## src/rtl/gpio_irq_pkg.sv

```systemverilog
package gpio_irq_pkg;
  localparam int unsigned OFF_VAL  = 'h00;
  localparam int unsigned OFF_DIR  = 'h04;
  localparam int unsigned OFF_EN   = 'h08;
  localparam int unsigned OFF_RAW  = 'h0C;
  localparam int unsigned OFF_PEND = 'h10;
  localparam int unsigned OFF_CLR  = 'h14;
  localparam int unsigned OFF_EDGE = 'h18;
  localparam int unsigned OFF_POL  = 'h1C;
  localparam int unsigned OFF_VER  = 'h20;
  localparam int unsigned OFF_BOTH = 'h24;
  localparam logic [31:0] VERSION  = 32'd3;
endpackage

```

## src/rtl/gpio_irq_sync.sv

```systemverilog
module gpio_irq_sync #(
  parameter int unsigned W      = 8,
  parameter int unsigned STAGES = 2
) (
  input  logic         clk_i,
  input  logic         rst_ni,
  input  logic [W-1:0] d_i,
  output logic [W-1:0] q_o
);
  logic [W-1:0] stg_q [STAGES];

  for (genvar s = 0; s < STAGES; s++) begin : g_stg
    always_ff @(posedge clk_i or negedge rst_ni) begin
      if (!rst_ni) stg_q[s] <= '0;
      else if (s == 0) stg_q[s] <= d_i;
      else stg_q[s] <= stg_q[(s > 0) ? s - 1 : 0];
    end
  end

  assign q_o = stg_q[STAGES-1];
endmodule

```

## src/rtl/gpio_irq_trig.sv

```systemverilog
module gpio_irq_trig #(
  parameter int unsigned NPINS = 8
) (
  input  logic             clk_i,
  input  logic             rst_ni,
  input  logic [NPINS-1:0] sync_i,
  input  logic [NPINS-1:0] edge_i,
  input  logic [NPINS-1:0] pol_i,
  input  logic [NPINS-1:0] both_i,
  output logic [NPINS-1:0] hit_o
);
  logic [NPINS-1:0] prev_q;

  always_ff @(posedge clk_i or negedge rst_ni) begin
    if (!rst_ni) prev_q <= '0;
    else prev_q <= sync_i;
  end

  for (genvar i = 0; i < NPINS; i++) begin : g_pin
    logic rise, fall;
    assign rise = sync_i[i] & ~prev_q[i];
    assign fall = ~sync_i[i] & prev_q[i];
    always_comb begin
      if (both_i[i])      hit_o[i] = rise | fall;
      else if (edge_i[i]) hit_o[i] = pol_i[i] ? rise : fall;
      else                hit_o[i] = pol_i[i] ? sync_i[i] : ~sync_i[i];
    end
  end
endmodule

```

## src/rtl/gpio_irq_status.sv

```systemverilog
module gpio_irq_status #(
  parameter int unsigned NPINS = 8
) (
  input  logic             clk_i,
  input  logic             rst_ni,
  input  logic [NPINS-1:0] hit_i,
  input  logic [NPINS-1:0] clr_i,
  output logic [NPINS-1:0] raw_o
);
  // new event has priority over a same-cycle clear
  always_ff @(posedge clk_i or negedge rst_ni) begin
    if (!rst_ni) raw_o <= '0;
    else raw_o <= hit_i | (raw_o & ~clr_i);
  end
endmodule

```

## src/rtl/gpio_irq_ctrl.sv

```systemverilog
module gpio_irq_ctrl
  import gpio_irq_pkg::*;
#(
  parameter int unsigned NPINS  = 8,
  parameter int unsigned ADDR_W = 6
) (
  input  logic              clk_i,
  input  logic              rst_ni,
  input  logic              we_i,
  input  logic [ADDR_W-1:0] addr_i,
  input  logic [31:0]       wdata_i,
  output logic [31:0]       rdata_o,
  input  logic [NPINS-1:0]  pin_i,
  output logic [NPINS-1:0]  pin_o,
  output logic [NPINS-1:0]  pin_oe_o,
  output logic              irq_o
);
  logic [NPINS-1:0] out_q, dir_q, en_q, edge_q, pol_q, both_q;
  logic [NPINS-1:0] sync, hit, raw, clr, pend, val;
  logic [NPINS-1:0] wd;

  assign wd = wdata_i[NPINS-1:0];

  function automatic logic wr_at(input int unsigned off);
    return we_i && (addr_i == ADDR_W'(off));
  endfunction

  always_ff @(posedge clk_i or negedge rst_ni) begin
    if (!rst_ni) begin
      out_q  <= '0;
      dir_q  <= '1;
      en_q   <= '0;
      edge_q <= '0;
      pol_q  <= '0;
      both_q <= '0;
    end else begin
      if (wr_at(OFF_VAL))  out_q  <= wd;
      if (wr_at(OFF_DIR))  dir_q  <= wd;
      if (wr_at(OFF_EN))   en_q   <= wd;
      if (wr_at(OFF_EDGE)) edge_q <= wd;
      if (wr_at(OFF_POL))  pol_q  <= wd;
      if (wr_at(OFF_BOTH)) both_q <= wd;
    end
  end

  assign clr = wr_at(OFF_CLR) ? wd : '0;

  gpio_irq_sync #(.W(NPINS), .STAGES(2)) i_sync (
    .clk_i, .rst_ni, .d_i(pin_i), .q_o(sync)
  );

  gpio_irq_trig #(.NPINS(NPINS)) i_trig (
    .clk_i, .rst_ni, .sync_i(sync), .edge_i(edge_q), .pol_i(pol_q),
    .both_i(both_q), .hit_o(hit)
  );

  gpio_irq_status #(.NPINS(NPINS)) i_status (
    .clk_i, .rst_ni, .hit_i(hit), .clr_i(clr), .raw_o(raw)
  );

  assign pend     = raw & en_q;
  assign irq_o    = |pend;
  assign pin_o    = out_q;
  assign pin_oe_o = ~dir_q;
  assign val      = (sync & dir_q) | (out_q & ~dir_q);

  always_comb begin
    rdata_o = '0;
    unique case (32'(addr_i))
      OFF_VAL:  rdata_o = 32'(val);
      OFF_DIR:  rdata_o = 32'(dir_q);
      OFF_EN:   rdata_o = 32'(en_q);
      OFF_RAW:  rdata_o = 32'(raw);
      OFF_PEND: rdata_o = 32'(pend);
      OFF_EDGE: rdata_o = 32'(edge_q);
      OFF_POL:  rdata_o = 32'(pol_q);
      OFF_VER:  rdata_o = VERSION;
      OFF_BOTH: rdata_o = 32'(both_q);
      default:  rdata_o = '0;
    endcase
  end
endmodule

```

## config.mk

```make
export PLATFORM = sky130hd
export DESIGN_NAME = gpio_irq_ctrl
export DESIGN_NICKNAME = d
export VERILOG_FILES = /design/src/rtl/gpio_irq_pkg.sv /design/src/rtl/gpio_irq_sync.sv /design/src/rtl/gpio_irq_trig.sv /design/src/rtl/gpio_irq_status.sv /design/src/rtl/gpio_irq_ctrl.sv
export SDC_FILE = /design/constraint.sdc
export NUM_CORES = 1
export LEC_CHECK = 0
export ABC_AREA = 0
export BUFFER_PORTS_ARGS = -buffer_cell sky130_fd_sc_hd__buf_2
export CAP_MARGIN = 5
export CORE_ASPECT_RATIO = 0.75
export CORE_UTILIZATION = 25
export DETAILED_ROUTE_END_ITERATION = 8
export PLACE_DENSITY = 0.52
export RECOVER_POWER = 25
export SLEW_MARGIN = 20
export SYNTH_ARGS = -nofsm -noshare
export SYNTH_HDL_FRONTEND = slang
export SYNTH_SLANG_ARGS = --single-unit
```

## constraint.sdc

```tcl
create_clock -name clk_i -period 2 [get_ports clk_i]
set_clock_uncertainty 0.15 [all_clocks]
set_input_delay 0.4 -clock clk_i [delete_from_list [all_inputs] [get_ports clk_i]]
set_output_delay 0.4 -clock clk_i [all_outputs]
set_load 0.005 [all_outputs]
```

# After elaboration in Yosys (flattened, before gate mapping)
# Cells that the tools add are included.
dict set report word_totals {
  reg_bits 80
  output_inout_bits 49
  elab_cells 110
}
dict set report op_classes {
  n_eq_ne 9
  muxes 34
  bitwise 48
  reduce_logical 9
}
# operator n
set ops {}
lappend ops {{case mux 8 bit (9 select lines)} 1}
lappend ops {{AND 8 bit} 4}
lappend ops {{two-way mux 1 bit} 32}
lappend ops {{equality test 6 x 5 -> 1 bit (second input constant)} 4}
lappend ops {{AND 1 bit} 16}
lappend ops {{inverter 1 bit} 16}
lappend ops {{inverter 8 bit} 2}
lappend ops {{bitwise OR 8 bit} 2}
lappend ops {{equality test 6 x 4 -> 1 bit (second input constant)} 2}
lappend ops {{equality test 6 bit (second input constant)} 2}
lappend ops {{two-way mux 8 bit} 1}
lappend ops {{bitwise OR 1 bit} 8}
lappend ops {{OR reduction 8 bit} 1}
lappend ops {{logical AND 1 bit} 7}
lappend ops {{equality test 6 x 3 -> 1 bit (second input constant)} 1}
lappend ops {{logical NOT 6 bit} 1}

# Logic depth before layout (Yosys ltp)
dict set report logic_depth {
  depth_word 6
  depth_mapped 6
  mapped_depth_nobuf 6
}

# Modules after synthesis
# Synthesis repeated with hierarchy kept, for this count alone.
dict set report unflattened {
  hier_cells 381
  area_unflattened_um2 4518.1
}
# module instances cells_per_inst area_each_um2 seq_area_each_um2
set by_module_without_submodules {}
lappend by_module_without_submodules {gpio_irq_ctrl 1 253 2886.5 1211.2}
lappend by_module_without_submodules {gpio_irq_trig 1 80 880.8 200.2}
lappend by_module_without_submodules {gpio_irq_sync 1 24 460.4 400.4}
lappend by_module_without_submodules {gpio_irq_status 1 24 290.3 200.2}

# Worst setup path before layout
# Ideal clock, no wire load.
dict set report synth_path {
  kind {in2out}
  from {in addr_i[5]}
  to {out rdata_o[2]}
  arrival_ps 1630
  required_ps 1450
  path_slack_ps -180
  stages 5
  n_path_buf 1
  path_cell_list {buf_6 > or4_4 > nor3b_4 > a21oi_1 > o2111ai_1}
}
dict set report synth_via {
  elab_chain_len 2
  word_cells_on_any_way 10
}
# item line_no
set synth_rtl {}
lappend synth_rtl {{start: declaration} gpio_irq_ctrl.sv:10} ;# input logic [ADDR_W-1:0] addr_i,
lappend synth_rtl {{equality test 6 bit (tied with other cells)} gpio_irq_ctrl.sv:69} ;# unique case (32'(addr_i))
lappend synth_rtl {{case mux 8 bit (9 select lines) *} gpio_irq_ctrl.sv:69}
lappend synth_rtl {{end: declaration} gpio_irq_ctrl.sv:12} ;# output logic [31:0] rdata_o,
# Mark *: on every way between the ends. The rest lies on a longest branch, timed or not.

# Worst setup path after layout
dict set report layout_path {
  from {in addr_i[0]}
  to {out rdata_o[7]}
}
# Same word-level chain as after synthesis.

==> summary.md <==
| Metric | Value |
|---|---|
| Status | `finished with violations` |
| Failing checks | `setup timing` |
| Final setup TNS | `-3649 ps` |
| Leakage dissipation | `2.669 nW` |
| Synth top area share | `43.08%` |
| Worst Path Required | `1450 ps` |
| Cell area after synthesis | `4183 sq um` |
| CTS Buf Count | `9` |
| Number of top-level pins | `98` |
| Via-per-instance ratio | `4.507` |
| Cell taking the most area after synthesis | `sky130_fd_sc_hd__dfrtp_1` |
| Routed vias | `3,155` |
| Count of state elements after synthesis | `80` |
| Setup repair after global routing missed its margin | `true` |
| Number of iterations in the first detailed-routing pass | `4` |
| Crit path arrival time | `1900 ps` |
| Initial Util | `25.87%` |
| Proportion of synthesized flip-flops having asynchronous set or reset | `100.0%` |
| HP Class | `primary input to flop` |
| Fraction of final layout cells with drive strength greater than 1 | `36.73%` |
| Worst Reg2Reg Path Length in Cells | `7` |
| Achievable frequency | `0.4087 GHz` |
| Final Setup Violations | `16` |
| Die Wd | `151.4 um` |
| Tmin final | `2447 ps` |
| Clock insertion delay at the later pin of the skew report | `340 ps` |
| Main flop type after synthesis | `sky130_fd_sc_hd__dfrtp_1` |
| Crit Reg-Reg Endpoint | `i_status.raw_o[7]$_DFF_PN0_` |
| Sequential cell area | `2012 sq um` |
| GRT Overall Usage | `13.85%` |
| Gate count of the mapped netlist | `379` |
| Yosys warning total | `0` |
| Combined area of the multi-input logic cells | `1962 sq um` |
| Wire length per cell after detailed routing | `15.49 um` |
| Remaining DRCs | `0` |
| Synth-to-layout area growth | `28.63%` |
| Number of distinct library cell variants in the gate-level netlist after synthesis | `47` |
| Gp weighted congestion | `0.8345` |
| Number of design-rule violations left by the first detailed-router iteration | `117` |
| Standard-cell rows | `40` |
| Max Cap Violations | `0` |
| CP startpoint kind | `primary input` |
| Global-route wire length before repair | `17,730 um` |
| Hold path depth | `1` |
| Layout fillers | `1,632` |
| Count leader, synth | `sky130_fd_sc_hd__dfrtp_1` |
| IR Drop Worst-Case VDD | `476.4 uV` |
| FF-to-FF setup slack | `580 ps` |
| Worst relative slew slack | `18.08%` |
| Endpoint type of the worst setup path | `primary output` |
| Grt total ovfl | `0` |
| CTS clk-pin slew, worst paths | `60 ps` |
| Bufs on Longest Clock Path | `2` |
| Cell types with the largest area share after synthesis | `sky130_fd_sc_hd__dfrtp_1 (43%), sky130_fd_sc_hd__mux2_2 (9.7%), sky130_fd_sc_hd__dfstp_2 (5.0%), sky130_fd_sc_hd__ha_1 (4.8%), sky130_fd_sc_hd__buf_4 (4.5%)` |
| Final Net Count | `550` |
| Commonest cells in the synthesized netlist | `sky130_fd_sc_hd__dfrtp_1 (72), sky130_fd_sc_hd__inv_1 (37), sky130_fd_sc_hd__mux2_2 (36), sky130_fd_sc_hd__o21ai_0 (36)` |
| Core Footprint | `16,170 sq um` |
| Detailed-placement wirelength estimate | `8241 um` |
| Endpoints failing hold | `0` |
| Hold Crit Start | `pin_i[2]` |
| Via count of the first global-routing pass | `3,282` |
| Placed cells | `674` |
| Largest net degree at the start of global routing | `48` |
| Antenna-violating nets left | `0` |
| Count of buffering cells on the critical path with inverters included | `3` |
| Worst Hold Margin | `19.76 ps` |
| CTS H-tree lvls | `3` |
| Dominant delay contributor by cell family on the critical path | `simple AND/OR/NAND/NOR gates` |
| Fraction of the cycle the final worst path needs | `122.3%` |
| Number of enable flip-flop cells after synthesis | `0` |
| Non-filler instance count after layout | `700` |
| Crit Path Category | `primary input to primary output` |
| Number of I/O port buffers | `49` |
| Critical path's slowest cell | `sky130_fd_sc_hd__or4b_4` |
| Sequential share of the synthesized area | `48.10%` |
| Number of diodes added for antenna fixing | `0` |
| Final Max Slew Viols | `0` |
| Worst-path fanout max | `5` |
| Vertical extent of the die | `114.0 um` |
| Max incr delay on CP | `570 ps` |
| Power density over the cells | `749.9 nW/um^2` |
| Average size of a mapped cell | `11.04 sq um` |
| Most used cell, CP | `sky130_fd_sc_hd__buf_6` |
| Number of sinks driven by the clock tree | `80` |
| Sum of routed wire length over all layers | `10,840 um` |
| CTS tree | `yes` |
| Measured slew at the worst slew-check pin | `1229 ps` |
| Clock root buffer | `sky130_fd_sc_hd__clkbuf_16` |
| Ordered cell list for the critical path | `buf_6 -> buf_6 -> or4b_4 -> nor3b_4 -> a221o_1 -> buf_2` |
| Min-Delay Endpoint | `i_sync.stg_q[10]$_DFF_PN0_` |
| Worst Slack Setup Final | `-446.9 ps` |
| Startpoint of the lowest-slack register-to-register path | `i_sync.q_o[7]$_DFF_PN0_` |
| Die area | `17,260 sq um` |
| Antenna violations before repair | `0` |
==> worst max-delay path by stage <==
stage | depth (start not counted) | slack [ps] | to | start
after detailed placement | 7 | -540 | rdata_o[4] | addr_i[1]
after global placement | 7 | -530 | rdata_o[5] | addr_i[1]
final | 6 | -450 | rdata_o[7] | addr_i[0]
after floorplan | 5 | -140 | rdata_o[2] | addr_i[5]
after global routing | 7 | -540 | rdata_o[5] | addr_i[0]
after CTS | 6 | -460 | rdata_o[7] | addr_i[0]
==> timing repair <==
action,CTS,global route
resized for setup,19,4
pin swaps,11,3
buffers inserted,4,0
hold buffers,7,0
endpoints found under the hold margin,23,0
setup endpoints to repair,24,23
==> per-stage QoR <==
stage                     utilization (%)  setup WS, ps  area [sq um]  total power (W)
after detailed placement            30.49        -540.1          4928         0.002518
final                               33.28        -446.9          5380         0.004035
after floorplan                         -        -142.4          4290         0.002272
after global placement              30.49        -535.0          4928         0.002501
after global routing                33.28        -539.4          5380         0.004269
after CTS                           33.31        -459.2          5384         0.004102
==> cells by family after synthesis <==
family / count (synthesis) / share of synthesized area, %
AO/OA/AOI/OAI: 87 / 13.13
adder cells (fa/ha/maj): 16 / 4.786
buffers and inverters: 68 / 8.585
flip-flops: 80 / 48.10
multiplexers: 57 / 15.20
other: 1 / 0.08965
AND/OR/NAND/NOR: 70 / 10.11
==> per-layer routing <==
layer / GRT usage, % / vias up / part of all wire (%)
met1: 18.69 / 1530 / 46
met3: 3.800 / 20 / 7.1
li1: - / 1510 / -
met2: 20.64 / 95 / 44
met5: 0 / - / 0
met4: 6.000 / 0 / 2.6
==> registers in the layout, summed over array words and instances (netlist names) <==
signal          cells
i_trig.prev_q       8
edge_q              8
i_sync.q_o          8
dir_q               8
i_sync.stg_q        8
en_q                8
i_status.raw_o      8
pin_o               8
both_q              8
pol_q               8
==> power breakdown <==
part	internal (W)	switching, W	total, W
Sequential	0.00179	0.000147	0.00194
Clock	0.000872	0.000657	0.00153
Combinational	0.000290	0.000278	0.000568
Total	0.00295	0.00108	0.00403
==> final cells by class <==
cell class              count  share of cell area, %
clock buffers              11                  4.512
inverters                  37                  2.581
flip-flops and latches     80                  37.40
clock inverters             5                 0.5814
well taps                 210                  4.884
multi-input cells         254                  36.47
repair buffers            103                  13.58
==> placed cells by master, fill, tap and decap left out, types with 12 or more instances in the layout <==
cell / n
sky130_fd_sc_hd__buf_4: 36
sky130_fd_sc_hd__nand2b_1: 12
sky130_fd_sc_hd__dfrtp_1: 72
sky130_fd_sc_hd__ha_1: 16
sky130_fd_sc_hd__mux2i_1: 17
sky130_fd_sc_hd__inv_1: 37
sky130_fd_sc_hd__conb_1: 24
sky130_fd_sc_hd__o211ai_1: 21
sky130_fd_sc_hd__mux2_2: 36
sky130_fd_sc_hd__buf_2: 46
sky130_fd_sc_hd__o21ai_0: 35
sky130_fd_sc_hd__nand2_1: 24
==> worst register-to-register path: cells and delay by family (launching register included) <==
family | cells | cell delay, ps
and+or+nand+nor | 1 | 50
buffers and inverters | 2 | 240
DFF | 1 | 340
AOI/OAI and AO/OA | 3 | 330
adders and majority gates | 1 | 190
No activity file was read; power rests on OpenSTA's default activity.
